$ cat src/rtl/slq_pkg.sv
package slq_pkg;
    localparam int WORD_W    = 32;
    localparam int ARCH_REGS = 32;
    localparam int MAX_NREGS = 4;
    localparam int IMM_W     = 4;
    localparam int PRED_W    = 3;
    localparam int ESZ_W     = 2;
    localparam int CODE_W    = 2;

    localparam int REG_AW  = $clog2(ARCH_REGS);
    localparam int SLICE_W = $clog2(MAX_NREGS);
    localparam int CNT_W   = $clog2(MAX_NREGS + 1);
    localparam int STEP_W  = $clog2(2 * MAX_NREGS);
    localparam int SIMM_W  = IMM_W + CNT_W;

    // Field positions inside the instruction word
    localparam int F_VT_LO   = 0;
    localparam int F_BASE_LO = 5;
    localparam int F_PRED_LO = 10;
    localparam int F_OFF_LO  = 16;
    localparam int F_CNT_LO  = 21;
    localparam int F_ESZ_LO  = 23;

    typedef enum logic [2:0] {
        OP_UNDEF  = 3'd0,
        OP_MEM_LD = 3'd1,
        OP_MEM_ST = 3'd2,
        OP_ILV    = 3'd3,
        OP_DILV   = 3'd4
    } uop_op_e;

    typedef struct packed {
        logic              legal;
        logic              store;
        logic [CNT_W-1:0]  nregs;
        logic [REG_AW-1:0] vfirst;
        logic [REG_AW-1:0] base;
        logic [REG_AW-1:0] offreg;
        logic [PRED_W-1:0] pred;
        logic [ESZ_W-1:0]  esize;
        logic [SIMM_W-1:0] imm;
    } instr_t;

    typedef struct packed {
        uop_op_e            op;
        logic               tmp;
        logic [REG_AW-1:0]  regi;
        logic [SLICE_W-1:0] slice;
        logic [CNT_W-1:0]   nregs;
        logic               first;
        logic               last;
        logic               defer;
    } uop_t;

    // Index of the final micro-op of an instruction
    function automatic logic [STEP_W-1:0] last_step(input instr_t i);
        logic [CNT_W:0] dbl;
        dbl = {i.nregs, 1'b0} - (CNT_W+1)'(1);
        return i.legal ? STEP_W'(dbl) : '0;
    endfunction

    // Sign-extend the raw immediate, then multiply by the register count
    function automatic logic [SIMM_W-1:0] scale_imm(input logic [IMM_W-1:0] raw,
                                                    input logic [CNT_W-1:0] n);
        logic [SIMM_W-1:0] sx;
        logic [SIMM_W-1:0] nx;
        sx = {{(SIMM_W-IMM_W){raw[IMM_W-1]}}, raw};
        nx = {{(SIMM_W-CNT_W){1'b0}}, n};
        return sx * nx;
    endfunction
endpackage

$ cat src/rtl/slq_decode.sv
module slq_decode
    import slq_pkg::*;
(
    input  logic [WORD_W-1:0] word,
    input  logic              is_store,
    input  logic              imm_form,
    output instr_t            dec
);
    logic [CODE_W-1:0] cnt_code;
    logic [REG_AW-1:0] off_field;
    logic [IMM_W-1:0]  imm_raw;
    logic [CNT_W-1:0]  n;
    logic              off_bad;

    always_comb begin
        cnt_code  = word[F_CNT_LO +: CODE_W];
        off_field = word[F_OFF_LO +: REG_AW];
        imm_raw   = word[F_OFF_LO +: IMM_W];
        n         = CNT_W'(cnt_code) + CNT_W'(1);
        off_bad   = !imm_form && (off_field == REG_AW'(ARCH_REGS - 1));

        dec.legal  = (cnt_code != '0) && !off_bad;
        dec.store  = is_store;
        dec.nregs  = n;
        dec.vfirst = word[F_VT_LO   +: REG_AW];
        dec.base   = word[F_BASE_LO +: REG_AW];
        dec.offreg = off_field;
        dec.pred   = word[F_PRED_LO +: PRED_W];
        dec.esize  = word[F_ESZ_LO  +: ESZ_W];
        dec.imm    = imm_form ? scale_imm(imm_raw, n) : '0;
    end
endmodule

$ cat src/rtl/slq_step.sv
module slq_step
    import slq_pkg::*;
(
    input  logic              clk,
    input  logic              rst,
    input  logic              in_valid,
    output logic              in_ready,
    input  instr_t            dec_in,
    input  logic              uop_ready,
    output instr_t            held,
    output logic              busy,
    output logic [STEP_W-1:0] step,
    output logic              at_last
);
    always_comb begin
        at_last  = busy && (step == last_step(held));
        in_ready = !busy;
    end

    always_ff @(posedge clk) begin
        if (rst) begin
            busy <= 1'b0;
            step <= '0;
            held <= '0;
        end else if (!busy) begin
            if (in_valid) begin
                busy <= 1'b1;
                step <= '0;
                held <= dec_in;
            end
        end else if (uop_ready) begin
            if (at_last) begin
                busy <= 1'b0;
                step <= '0;
            end else begin
                step <= step + STEP_W'(1);
            end
        end
    end
endmodule

$ cat src/rtl/slq_uop_build.sv
module slq_uop_build
    import slq_pkg::*;
(
    input  instr_t            held,
    input  logic [STEP_W-1:0] step,
    input  logic              at_last,
    output uop_t              uop
);
    logic              second;
    logic [STEP_W-1:0] idx;

    always_comb begin
        second = step >= STEP_W'(held.nregs);
        idx    = second ? (step - STEP_W'(held.nregs)) : step;

        uop.first = (step == '0);
        uop.last  = at_last;
        uop.defer = !at_last;

        if (!held.legal) begin
            uop.op    = OP_UNDEF;
            uop.tmp   = 1'b0;
            uop.regi  = '0;
            uop.slice = '0;
            uop.nregs = '0;
        end else begin
            uop.slice = SLICE_W'(idx);
            uop.nregs = held.nregs;
            if (held.store) begin
                uop.op   = second ? OP_MEM_ST : OP_ILV;
                uop.tmp  = 1'b1;
                uop.regi = REG_AW'(idx);
            end else if (second) begin
                uop.op   = OP_DILV;
                uop.tmp  = 1'b0;
                // power-of-two register file: truncation gives the wrap
                uop.regi = held.vfirst + REG_AW'(idx);
            end else begin
                uop.op   = OP_MEM_LD;
                uop.tmp  = 1'b1;
                uop.regi = REG_AW'(idx);
            end
        end
    end
endmodule

$ cat src/rtl/struct_ldst_seq.sv
module struct_ldst_seq
    import slq_pkg::*;
(
    input  logic               clk,
    input  logic               rst,
    input  logic               in_valid,
    output logic               in_ready,
    input  logic [WORD_W-1:0]  in_word,
    input  logic               in_store,
    input  logic               in_imm_form,
    output logic               uop_valid,
    input  logic               uop_ready,
    output logic [2:0]         uop_op,
    output logic               uop_tmp,
    output logic [REG_AW-1:0]  uop_reg,
    output logic [SLICE_W-1:0] uop_slice,
    output logic [CNT_W-1:0]   uop_nregs,
    output logic               uop_first,
    output logic               uop_last,
    output logic               uop_defer,
    output logic [REG_AW-1:0]  uop_vfirst,
    output logic [REG_AW-1:0]  uop_base,
    output logic [REG_AW-1:0]  uop_offreg,
    output logic [PRED_W-1:0]  uop_pred,
    output logic [ESZ_W-1:0]   uop_esize,
    output logic [SIMM_W-1:0]  uop_imm
);
    instr_t            dec;
    instr_t            held;
    logic              busy;
    logic [STEP_W-1:0] step;
    logic              at_last;
    uop_t              uop;

    slq_decode u_dec (
        .word     (in_word),
        .is_store (in_store),
        .imm_form (in_imm_form),
        .dec      (dec)
    );

    slq_step u_step (
        .clk       (clk),
        .rst       (rst),
        .in_valid  (in_valid),
        .in_ready  (in_ready),
        .dec_in    (dec),
        .uop_ready (uop_ready),
        .held      (held),
        .busy      (busy),
        .step      (step),
        .at_last   (at_last)
    );

    slq_uop_build u_build (
        .held    (held),
        .step    (step),
        .at_last (at_last),
        .uop     (uop)
    );

    always_comb begin
        uop_valid  = busy;
        uop_op     = uop.op;
        uop_tmp    = uop.tmp;
        uop_reg    = uop.regi;
        uop_slice  = uop.slice;
        uop_nregs  = uop.nregs;
        uop_first  = uop.first;
        uop_last   = uop.last;
        uop_defer  = uop.defer;
        uop_vfirst = held.vfirst;
        uop_base   = held.base;
        uop_offreg = held.offreg;
        uop_pred   = held.pred;
        uop_esize  = held.esize;
        uop_imm    = held.imm;
    end
endmodule

$ cat config.mk
export PLATFORM = sky130hd
export DESIGN_NAME = struct_ldst_seq
export DESIGN_NICKNAME = d
export VERILOG_FILES = /design/src/rtl/slq_pkg.sv /design/src/rtl/slq_decode.sv /design/src/rtl/slq_step.sv /design/src/rtl/slq_uop_build.sv /design/src/rtl/struct_ldst_seq.sv
export SDC_FILE = /design/constraint.sdc
export NUM_CORES = 1
export LEC_CHECK = 0
export BUFFER_PORTS_ARGS = -buffer_cell sky130_fd_sc_hd__buf_2
export CAP_MARGIN = 20
export CORE_MARGIN = 1
export CORE_UTILIZATION = 56
export CTS_BUF_LIST = sky130_fd_sc_hd__clkbuf_8
export CTS_CLUSTER_DIAMETER = 200
export DETAILED_ROUTE_END_ITERATION = 8
export PLACE_DENSITY = 0.88
export SYNTH_ARGS = -nofsm -noshare
export SYNTH_HDL_FRONTEND = slang
export SYNTH_SLANG_ARGS = --single-unit
$ cat constraint.sdc
create_clock -name clk -period 6.2 [get_ports clk]
set_clock_uncertainty 0.2 [all_clocks]
set_input_delay 0.62 -clock clk [delete_from_list [all_inputs] [get_ports clk]]
set_output_delay 0.62 -clock clk [all_outputs]
set_load 0.05 [all_outputs]
==> impl_metrics.py, run 1 <==
metrics = {
    "timing": {
        "rsz0062_at_grt": "no",
        "setup_viol": 0,
        "fmax_mhz": 224,
        "period_share": 0.720,
        "finalCriticalPeriod_ps": 4460,
        "fin_setup_tns_ps": 0,
        "drv_slew": 0,
        "worst_pin_slew_ps": 643,
        "maxSlewHeadroom": 0.572,
        "hold_viol": 0,
        "fin_ws_ps": 1740,
    },
    "critical_path": {
        "slowest_delay_ps": 460,
        "worstPathMaxFanout": 7,
        "end_kind": "primary output",
        "worstPathArrival_ps": 3640,
        "crit_buf_inv": 3,
        "cp_slowest_cell": "dfxtp_1",
        "path_delay_family": "adder cells",
        "worstSetupPathType": "reg2out",
        "startpoint_type": "flop",
        "cp.required_ps": 5380,
        "crit_chain": "inv_1 -> ha_1 -> nand2b_1 -> a211o_1 -> and2_1 -> a21oi_1 -> ha_1 -> inv_1 -> fa_1 -> nor2b_1 -> nor3_1 -> a21oi_1 -> a211oi_1 -> buf_2",
    },
    "global_route": {
        "antenna_found_initial": 0,
        "overflow": 0,
        "grt_pass1_vias": 1841,
        "grt_max_degree": 36,
        "grt.total_usage": 0.226,
        "grt_pass1_wl_um": 7940,
    },
    "cells_and_area": {
        "area_growth_pct": 10.8,
        "antenna_cells": 0,
        "nFillCells": 365,
        "layout.nets": 417,
        "drive_gt1_frac": 0.251,
    },
    "clocking": {
        "cts_tree": "built",
        "clock_latency_ps": 290,
        "clkSlewWorstSetupHoldPaths_ps": 80,
        "clock_sinks": 36,
        "ctsRootBufferMaster": "clkbuf_8",
        "cts_buffers": 5,
        "cts.repair.resized": 0,
        "h-tree-depth": 2,
        "cts_setup_buffers": 0,
        "cts_hold_buf": 0,
        "cts_buffer_depth": 2,
    },
    "die": {
        "coreArea_um2": 4090,
        "die_area_um2": 4630,
        "initial_core_util": 0.598,
        "fp.dieW_um": 68.0,
        "die_h_um": 68.0,
        "rows": 23,
        "io_pins": 84,
    },
    "routing": {
        "drt_iter0_markers": 79,
        "routed_via_density": 5.23,
        "ant_nets": 0,
        "detail_route.first_pass.iterations": 4,
        "drc_errors": 0,
        "vias": 2113,
        "avgRoutedWirePerCell_um": 12.1,
        "wirelength_um": 4890,
    },
    "placement": {
        "hpwlAfterDp_um": 3570,
        "post-place-ws_ps": 2070,
        "gp_congestion": 0.815,
        "port_buffers": 73,
    },
    "logic_synthesis": {
        "postSynthCellCount": 315,
        "ys_types": 39,
        "ys.flop_type": "dfxtp_1",
        "synth-edff-count": 0,
        "synth_area_um2": 2440,
        "yosysTopAreaCellShare": 0.295,
        "yosysWarnings": 0,
        "synth-async-reset-ratio": 0,
        "syn_avg_cell_area_um2": 7.75,
        "syn_nets": 379,
        "yosysTopAreaCell": "dfxtp_1",
        "yosysMostFrequentCell": "nand2_1",
        "synth-seq-area-share": 0.295,
        "ys_ff_latch": 36,
        "synthTopCellsByArea": "dfxtp_1 (30%), ha_1 (10%), nand2_1 (9.7%)",
        "yosys-top-cells-count": "nand2_1 (63), a21oi_1 (39), dfxtp_1 (36)",
    },
    "pwr": {
        "powerDensity_nw_per_um2": 229,
        "power_uw": 620,
        "p_leak_nw": 1.32,
        "ir_drop_v": 0.000169,
    },
    "status": {
        "run_status": "finished, final reports clean",
    },
    "hold_path": {
        "hp-class": "reg2reg",
    },
    "flow_run": {
        "cap_violations": 0,
    },
}
## per-layer routing
layer  share of wire  GRT usage
met4          0.0092     0.0703
met2            0.48      0.375
met5               0          0
met1            0.46      0.286
met3           0.050     0.0567
## kinds of logic after synthesis
| logic type | count (synthesis) | share of synthesized area |
|---|---|---|
| simple gates | 112 | 0.216 |
| buf+inv | 67 | 0.146 |
| compound gates | 66 | 0.162 |
| flops | 36 | 0.295 |
| fa+ha+maj | 26 | 0.152 |
| xor+xnor | 8 | 0.0287 |
## where the power goes
group,leakage (nW),total (mW),internal (mW),switching (mW)
Combinational,0.981,0.198,0.0626,0.135
Clock,0.0479,0.166,0.0783,0.0881
Sequential,0.295,0.256,0.244,0.0113
Total,1.32,0.620,0.385,0.235
## layout by cell type, fill, tap and decap left out, types with 4 or more instances in the layout
cell	n
xor2_1	6
dfxtp_1	36
clkbuf_8	5
and2_1	8
nor3_1	5
ha_1	20
a21oi_1	39
nand3_1	12
inv_1	23
a21o_1	4
nor2_1	5
nand2_1	63
o21ai_0	6
buf_2	73
a211oi_1	4
fa_1	6
nor2b_1	5
## sequential cells by signal, indices dropped and copies added (netlist names)
register / flops
u_step.held: 32
u_step.step: 3
u_step.busy: 1
## final cells by class
class / count / area [um2] / area share
inverters: 23 / 86.3 / 0.0319
repair buffers: 75 / 380 / 0.141
clock inverters: 3 / 18.8 / 0.00694
clock buffers: 5 / 68.8 / 0.0254
well taps: 50 / 62.6 / 0.0231
flip-flops and latches: 36 / 721 / 0.266
multi-input cells: 212 / 1370 / 0.506
## worst register-to-register path: stages, from the launching register on
cell      delay, ps
dfxtp_1         540
nor4b_1         280
a41oi_1         100
or3_4           430
inv_1           100
a311oi_1         90
## worst paths after layout
path / start / endpoint / slack (ps) / depth (start not counted)
hold / removal: u_step.held[13] / u_step.held[13] / 250 / 2
hold reg to reg: u_step.held[13] / u_step.held[13] / 250 / 2
setup reg to reg: u_step.busy / u_step.busy / 4320 / 5
setup / recovery: u_step.step[0] / uop_reg[2] / 1740 / 14
## metrics by stage
stage          instance area [um2]   util  std cells  hold slack [ps]
2_1_floorplan                 2440      -        315              232
3_3_place_gp                  2620  0.641        396              239
3_5_place_dp                  2620  0.641        396              243
4_1_cts                       2710  0.662        404              254
5_1_grt                       2710  0.662        404              270
6_report                      2710  0.662        404              251
Power figures use the tool's default switching activity.
==> run 2: changes to the inputs <==
Settings changed: ABC_AREA from default to 1, CORE_UTILIZATION 56 to 53, PLACE_DENSITY 0.88 to 0.83.
Clock period 6.2 ns to 4.6 ns, I/O delays scaled along.
==> impl_metrics.py, run 2 <==
metrics = {
    "pwr": {
        "ir_drop_v": 0.000229,
        "switchingPower_uw": 389,
        "powerDensity_nw_per_um2": 350,
        "p_comb_frac": 0.361,
        "p_clk_frac": 0.284,
        "internal_power_uw": 598,
        "pwr-share-seq": 0.355,
        "power_uw": 987,
        "switching_share": 0.394,
        "p_leak_nw": 1.57,
    },
    "clocking": {
        "clock_latency_ps": 290,
        "cts_tree": "built",
        "cts_buffers": 5,
        "cts.repair.resized": 0,
        "cts_hold_buf": 0,
        "clock_sinks": 36,
        "h-tree-depth": 2,
        "cts_buffer_depth": 2,
        "clkSlewWorstSetupHoldPaths_ps": 80,
        "cts_setup_buffers": 0,
        "ctsRootBufferMaster": "clkbuf_8",
    },
    "cells_and_area": {
        "antenna_cells": 0,
        "final_cell_mix": "buf_2 (73), nor2_1 (55), nand2_1 (53), inv_1 (50), dfxtp_1 (36)",
        "regMostFlops": "u_step.held",
        "layout.nets": 461,
        "largest_reg_flops": 32,
        "final_common_cell": "buf_2",
        "area_growth_pct": 11.0,
        "top_regs": "u_step.held x32, u_step.step x3, u_step.busy x1",
        "nFillCells": 422,
        "drive_gt1_frac": 0.276,
    },
    "status": {
        "violations": "design-rule violations",
        "run_status": "finished, violations left",
    },
    "global_route": {
        "grt.total_usage": 0.223,
        "grt_max_degree": 36,
        "overflow": 0,
        "grt_pass1_vias": 2113,
        "grt_pass1_wl_um": 8970,
        "antenna_found_initial": 0,
    },
    "logic_synthesis": {
        "ys_ff_latch": 36,
        "yosysWarnings": 0,
        "synth-seq-area-share": 0.284,
        "postSynthCellCount": 353,
        "yosysTopAreaCell": "dfxtp_1",
        "yosys-top-cells-count": "nor2_1 (55), nand2_1 (53), inv_1 (50)",
        "syn_avg_cell_area_um2": 7.19,
        "yosysTopAreaCellShare": 0.284,
        "ys_types": 33,
        "synth-edff-count": 0,
        "synthTopCellsByArea": "dfxtp_1 (28%), ha_1 (9.9%), buf_4 (8.6%)",
        "syn_nets": 417,
        "ys.flop_type": "dfxtp_1",
        "synth_area_um2": 2540,
        "yosysMostFrequentCell": "nor2_1",
        "synth-async-reset-ratio": 0,
    },
    "routing": {
        "vias": 2227,
        "routed_via_density": 4.95,
        "drc_errors": 5,
        "ant_nets": 0,
        "drt_iter0_markers": 97,
        "wirelength_um": 5260,
        "detail_route.first_pass.iterations": 7,
        "avgRoutedWirePerCell_um": 11.7,
    },
    "critical_path": {
        "worstSetupPathType": "reg2out",
        "worstPathArrival_ps": 3110,
        "slowest_delay_ps": 450,
        "cp.required_ps": 3940,
        "reg2reg_setup_slack_ps": 2860,
        "end_kind": "primary output",
        "startpoint_type": "flop",
        "worstPathMaxFanout": 10,
        "cp_slowest_cell": "dfxtp_1",
        "crit_chain": "ha_1 -> a21oi_2 -> nand3_4 -> nand2_1 -> nand2_2 -> inv_1 -> ha_1 -> inv_1 -> fa_1 -> nor2_1 -> o21ai_0 -> xor2_1 -> nor2_1 -> buf_2",
    },
    "timing": {
        "finalCriticalPeriod_ps": 3770,
        "setup_viol": 0,
        "hold_viol": 0,
        "worst_pin_slew_ps": 618,
        "fmax_mhz": 266,
        "period_share": 0.819,
        "hold_ws_ps": 209,
        "fin_setup_tns_ps": 0,
        "rsz0062_at_grt": "no",
        "drv_slew": 0,
        "maxSlewHeadroom": 0.585,
    },
    "die": {
        "die_h_um": 71.2,
        "fp.dieW_um": 71.2,
        "coreArea_um2": 4470,
        "rows": 24,
        "io_pins": 84,
        "initial_core_util": 0.567,
        "die_area_um2": 5070,
    },
    "flow_run": {
        "cap_violations": 0,
    },
    "placement": {
        "port_buffers": 73,
        "hpwlAfterDp_um": 3990,
        "gp_congestion": 0.831,
    },
    "hold_path": {
        "hp-class": "in2reg",
    },
}
-- run 2: changes by cell type after synthesis, moves of 7 or more --
cell      change
and2_1        -8
clkbuf_1     -11
o21ai_0      +20
nand2_2       +7
a21oi_1      -22
inv_1        +27
nor2_1       +50
nand2_1      -10
-- run 2: area by class of cell --
| cell class | instances | area, um2 | share of cell area |
|---|---|---|---|
| Clock buffer | 5 | 68.8 | 0.0244 |
| Clock inverter | 3 | 42.5 | 0.0151 |
| Inverter | 56 | 215 | 0.0764 |
| Multi-Input combinational cell | 225 | 1340 | 0.476 |
| Sequential cell | 36 | 721 | 0.256 |
| Tap cell | 52 | 65.1 | 0.0231 |
| Timing Repair Buffer | 73 | 365 | 0.130 |
-- run 2: path summary, 6_finish.rpt --
kind,start,endpoint,cells past startpoint
max,u_step.step[2],uop_reg[4],14
min,in_word[6],u_step.held[18],3
min reg2reg,u_step.held[2],u_step.held[2],2
max reg2reg,u_step.busy,u_step.step[0],6
-- run 2: critical path, delay by kind of cell (launching register included) --
| family | cells | cell delay (ps) |
|---|---|---|
| buffers and inverters | 3 | 380 |
| AO/OA/AOI/OAI | 2 | 340 |
| adder cells (fa/ha/maj) | 3 | 890 |
| XOR/XNOR | 1 | 150 |
| flip-flops | 1 | 450 |
| AND/OR/NAND/NOR | 5 | 600 |
-- run 2: logic make-up after synthesis --
group	share of synthesized area
compound gates	0.113
xor+xnor	0.0138
fa+ha+maj	0.146
buf+inv	0.188
flops	0.284
simple gates	0.255
-- run 2: stage by stage --
step,instances,instance area (um2),setup WS [ps],utilization
2_1_floorplan,353,2540,1140,-
3_5_place_dp,442,2710,1150,0.605
5_1_grt,450,2820,594,0.630
3_3_place_gp,442,2710,1290,0.605
6_report,450,2820,834,0.630
4_1_cts,450,2820,820,0.630
-- run 2: per-layer routing --
metal,global-route usage,share of wire
met5,0,0
met4,0.0756,0.015
met2,0.408,0.52
met1,0.251,0.42
met3,0.0556,0.045
-- run 2: power by group through the flow --
| stage | clock [mW] | sequential, mW | combinational (mW) |
|---|---|---|---|
| floorplan | 0 | 0.355 | 0.309 |
| global placement | 0 | 0.356 | 0.346 |
| detailed placement | 0 | 0.358 | 0.357 |
| CTS | 0.287 | 0.350 | 0.359 |
| global route | 0.298 | 0.354 | 0.394 |
| finish | 0.280 | 0.350 | 0.356 |
